===== src/rtl/bus_cycle_arbiter.sv =====
module bus_cycle_arbiter #(
  parameter int NREQ = 6
) (
  input  logic            clk,
  input  logic            rst_n,
  input  logic [NREQ-1:0] req,
  input  logic [NREQ-1:0] cont,
  input  logic [NREQ-1:0] lock,
  input  logic            done,
  output logic [NREQ-1:0] grant
);

  logic [NREQ-1:0] grant_q, owner_q, grant_n, owner_n, pick;
  logic            locked_q, locked_n, keep;

  wire busy     = |grant_q;
  wire boundary = !busy || done;

  always_comb begin
    pick = '0;
    for (int i = NREQ - 1; i >= 0; i--)
      if (req[i]) pick = NREQ'(1) << i;
  end

  assign keep = locked_q ? |(lock & grant_q) : |(cont & grant_q);

  always_comb begin
    if (busy && done) begin
      owner_n  = keep ? grant_q : '0;
      locked_n = locked_q && keep;
    end else begin
      owner_n  = owner_q;
      locked_n = locked_q;
    end
    if (|owner_n) begin
      grant_n = req & owner_n;
    end else begin
      grant_n = pick;
      if (|(lock & pick)) begin
        locked_n = 1'b1;
        owner_n  = pick;
      end
    end
  end

  always_ff @(posedge clk) begin
    if (!rst_n) begin
      grant_q  <= '0;
      owner_q  <= '0;
      locked_q <= 1'b0;
    end else if (boundary) begin
      grant_q  <= grant_n;
      owner_q  <= owner_n;
      locked_q <= locked_n;
    end
  end

  assign grant = grant_q;


  grant_onehot_chk: assert property (@(posedge clk) disable iff (!rst_n)
    $onehot0(grant));


  grant_hold_chk: assert property (@(posedge clk) disable iff (!rst_n)
    (busy && !done) |=> $stable(grant));


  grant_has_req_chk: assert property (@(posedge clk) disable iff (!rst_n)
    boundary |=> (grant == '0) || (|($past(req) & grant)));


  atomic_keep_chk: assert property (@(posedge clk) disable iff (!rst_n)
    (busy && done && !locked_q && |(cont & grant) && |(req & grant))
      |=> grant == $past(grant));


  lock_keep_chk: assert property (@(posedge clk) disable iff (!rst_n)
    (locked_q && busy && done && |(lock & grant) && |(req & grant))
      |=> grant == $past(grant));

endmodule


===== config.mk =====
export PLATFORM = sky130hd
export DESIGN_NAME = bus_cycle_arbiter
export DESIGN_NICKNAME = d
export VERILOG_FILES = /design/src/rtl/bus_cycle_arbiter.sv
export SDC_FILE = /design/constraint.sdc
export NUM_CORES = 1
export LEC_CHECK = 0
export BUFFER_PORTS_ARGS = -buffer_cell sky130_fd_sc_hd__buf_4
export CAP_MARGIN = 30
export CORE_UTILIZATION = 47
export DETAILED_ROUTE_END_ITERATION = 8
export PLACE_DENSITY = 0.74
export SLEW_MARGIN = 20
export SYNTH_ARGS = -nofsm -noshare
export SYNTH_HDL_FRONTEND = slang
export SYNTH_SLANG_ARGS = --single-unit

===== constraint.sdc =====
create_clock -name clk -period 1.6 [get_ports clk]
set_clock_uncertainty 0.05 [all_clocks]
set_input_delay 0.32 -clock clk [delete_from_list [all_inputs] [get_ports clk]]
set_output_delay 0.32 -clock clk [all_outputs]
set_load 0.01 [all_outputs]

; After elaboration in Yosys (flattened, before gate mapping)
; Cells that the tools add are included.
; W data, S select, Z words.
[word_totals]
ff_bits = 13
word_cells = 31
output_inout_bits = 6
[classes]
mux = 15
reduce_logical = 9
bitwise_logic = 4
[ops]
columns = cell, n
row1 = $mux W6, 11
row2 = $reduce_or A6 Y1, 5
row3 = $and A6 B6 Y6, 4
row4 = $mux W1, 4
row5 = $logic_and A1 B1 Y1, 2
row6 = $logic_not A1 Y1, 1
row7 = $logic_or A1 B1 Y1, 1

; Logic depth before layout (Yosys ltp)
[depth]
depth_word = 10
ltp_mapped = 7
ltp_nobuf = 5

; Worst setup path after synthesis
; OpenSTA, ideal clock, no wires.
[synth_timing]
path_type = reg2reg
start = register grant_q[2] (netlist: grant[2])
end = register grant_q[3] (netlist: grant[3])
setup_ns = 0.133
synth_period_minus_slack_ns = 1.843
slack_ns = -0.243
arrival_ns = 1.660
required_ns = 1.417
path_stages_with_launch = 7
cell_sequence = dfxtp_1 or4_1 buf_2 o21ai_4 o31ai_4 nand3_1 o311ai_2
[synth_via]
elab_chain_cells = 7
word_cells_on_any_way = 14
cone_classes = 4 x mux / 3 x bitwise / 7 x reduce/logical
[synth_rtl]
columns = element, line_no
row1 = start: declaration, 13  ; logic [NREQ-1:0] grant_q, owner_q, grant_n, owner_n, pick;
row2 = start signal: assignment, 52  ; grant_q <= grant_n;
row3 = $and A6 B6 Y6, 25  ; assign keep = locked_q ? |(lock & grant_q) : |(cont & grant_q);
row4 = $reduce_or A6 Y1, 25
row5 = $mux W1, 25
row6 = $mux W6, 29  ; owner_n = keep ? grant_q : '0;
row7 = $mux W6, 28  ; if (busy && done) begin
row8 = $reduce_or A6 Y1 / $and A6 B6 Y6 (equally long branches), "35, 36"
row9 = $mux W6, 35  ; if (|owner_n) begin
; Several ways; a longest one is shown, not always the timed one.
; A chain may end at the register's enable or synchronous reset.

; Worst setup path after layout
[layout_timing]
start = register grant_q[3] (netlist: grant[3])
end = register grant_q[1] (netlist: grant[1])
; Same word-level chain as after synthesis.

==> metrics.txt <==
unrepaired setup endpoints after global routing=yes; failing checks=setup timing; CTS root buf=clkbuf_4; Initial Util=52.0%; final std cells w/o fill=232; critical path's slowest cell=or4_4; drt first pass iters=4; Hold Buf Count CTS=0; initial DRC count=118; hold crit path type=in2reg; normalized max-slew margin=74.7%; IO Port Bufs=26; worst vdd ir=1.57 mV; max-cap viol count=0; pin count of the biggest net entering global routing=22; ys flop type=dfxtp_1; CTS tree=done; GRT Residual Overflow=0; vias in the first global route=1,630; nets=227; row cnt=16; Distinct cells, synth=42; Syn Area/Cell=7.74 µm²; final hold vios=0; first-pass GRT wire length=7780 µm; clk sinks=13; Cells after Synth=137; diodes inserted=0; Power per Cell Area=2300 nW/µm²; fmax=529 MHz; highest cell delay on the worst timing path=0.61 ns; final setup margin=-0.291 ns; placed wire-length estimate=3110 µm; WP buf/inv=0; final core occ=86.1%; die area=2450 µm²; cell area after synthesis=1060 µm²; ANT nets after route=0; status=finished, violations left; initial antenna violation count=0; placed cell count=222; clk buf depth=2; CP Cell Sequence=or4_4, nor4_2, o21a_1, a31oi_1, o2bb2ai_1; TritonCTS buffer count=3; Clock Latency Late Sink=0.29 ns; post-route DRC violation count=0; GRT Total Usage=42.7%; post-synthesis sequential area ratio=24.5%; placer congestion estimate=1.02; Tcrit/Tclk final=118%; Ports=27; setup TNS=-3.11 ns; Vias=1,601; Tmin final=1.89 ns; htree depth=1; area leader, netlist=dfxtp_1; number of synthesized flops with an enable pin=0; core area=2040 µm²; Critical Path RT=1.77 ns; ranking of synthesized cells by area=dfxtp_1 25%, o21ai_0 6.1%, nand2_1 6.0%; Die H=49.5 µm; WL/cell=20.8 µm; syn nets=158; layout cell share with drive strength beyond 1=49.8%; Worst Tran Pin Value=0.377 ns; post-synthesis async set-or-reset flop share=0%; Pwr Total=4.04 mW; Worst setup SP type=flip-flop; delay-heaviest family, CP=simple AND/OR/NAND/NOR gates; Slew Limit Fails=0; Synth Register Bits=13; Die Wd=49.5 µm; DR vias/cell=6.90; critical path class=reg2reg; worst slack, placed=-0.192 ns; Critical Path Fanout Max=5; Total Wirelength=4830 µm; clock slew seen by the registers of the worst setup and hold paths=0.09 ns; final setup violating endpoints=13; YS warnings=0; Pleak=0.725 nW; Layout Area Growth over Synthesis=65.7%; Worst setup EP type=flip-flop; top-area cell type share of the netlist area=24.5%; Arr. time, crit path=2.06 ns
[per-stage QoR]
| step | hold slack (ns) | instance area [µm²] |
|---|---|---|
| after floorplan | 0.387 | 1080 |
| after global placement | 0.431 | 1550 |
| after detailed placement | 0.443 | 1550 |
| after CTS | 0.315 | 1720 |
| after global routing | 0.301 | 1760 |
| final | 0.306 | 1760 |
[registers in the layout (all words and copies together) (netlist names)]
signal / count
grant: 6
locked_q: 1
owner_q: 6
[cell families after synthesis]
logic type	share of synthesized area, %
flops	24.5
buf+inv	5.07
simple gates	28.8
compound gates	41.6
[layout by cell type (no fill, tap or decap), types with 4 or more instances in the layout]
cell type	synthesis	final
nor2_1	7	7
a21oi_1	10	8
nor2b_1	4	4
nand4_1	5	5
o21ai_0	13	10
buf_6	1	7
nand3_2	1	4
buf_4	3	62
nand3_1	11	7
nand2_1	17	16
dfxtp_1	13	11
[area by class of cell]
type	count	area, µm²
Inverter	3	11.3
Timing Repair Buffer	70	564
Tap cell	27	33.8
Sequential cell	13	265
Fill cell	117	284
Clock buffer	4	26.3
Multi-Input combinational cell	115	857
[layer usage]
layer	vias to the layer above	routed length [µm]	track usage [%]
li1	685	-	-
met4	0	346	30.0
met5	-	0	0
met1	726	1860	53.1
met2	149	2040	66.4
met3	41	583	7.41
[tightest hold or removal path, cell delays in order]
cell and delay (ns):
buf_4 0.13, nand4_1 0.08, o31ai_2 0.07
[worst paths after layout]
check	startpoint	end	slack (ns)	depth (start not counted)
setup / recovery	grant[3]$_SDFFE_PN0P_	grant[1]$_SDFFE_PN0P_	-0.29	5
hold / removal	lock[5]	owner_q[5]$_SDFFE_PN0P_	0.31	3
setup reg to reg	grant[3]$_SDFFE_PN0P_	grant[1]$_SDFFE_PN0P_	-0.29	5
hold reg to reg	locked_q$_SDFFE_PN0P_	locked_q$_SDFFE_PN0P_	0.47	2
[cells in the mapped netlist (2+ instances only)]
cell and instances:
nand2_1 17, dfxtp_1 13, o21ai_0 13, nand3_1 11, a21oi_1 10, nor2_1 7
nand4_1 5, a22oi_1 4, nor2b_1 4, a32o_1 3, buf_4 3, inv_1 3
nor4_1 3, o22ai_1 3, o2bb2ai_1 3, a221oi_1 2, a31o_2 2, and3_1 2
o2111ai_1 2, o211a_1 2, o311ai_2 2, o31ai_1 2, or4_1 2
[power breakdown]
group / leakage, nW / total (mW) / switching [mW] / internal [mW]
clock network: 0.0150 / 0.221 / 0.124 / 0.0970
logic: 0.603 / 3.22 / 1.69 / 1.54
registers: 0.108 / 0.596 / 0.154 / 0.443
total: 0.725 / 4.04 / 1.97 / 2.08
[repair_timing]
item	in CTS	in global routing
cloned	0	0
setup buffers	5	1
resized for setup	22	7
setup endpoints to repair	13	13
pin swaps	15	9
Note: power is estimated with default switching activity, not from simulation.
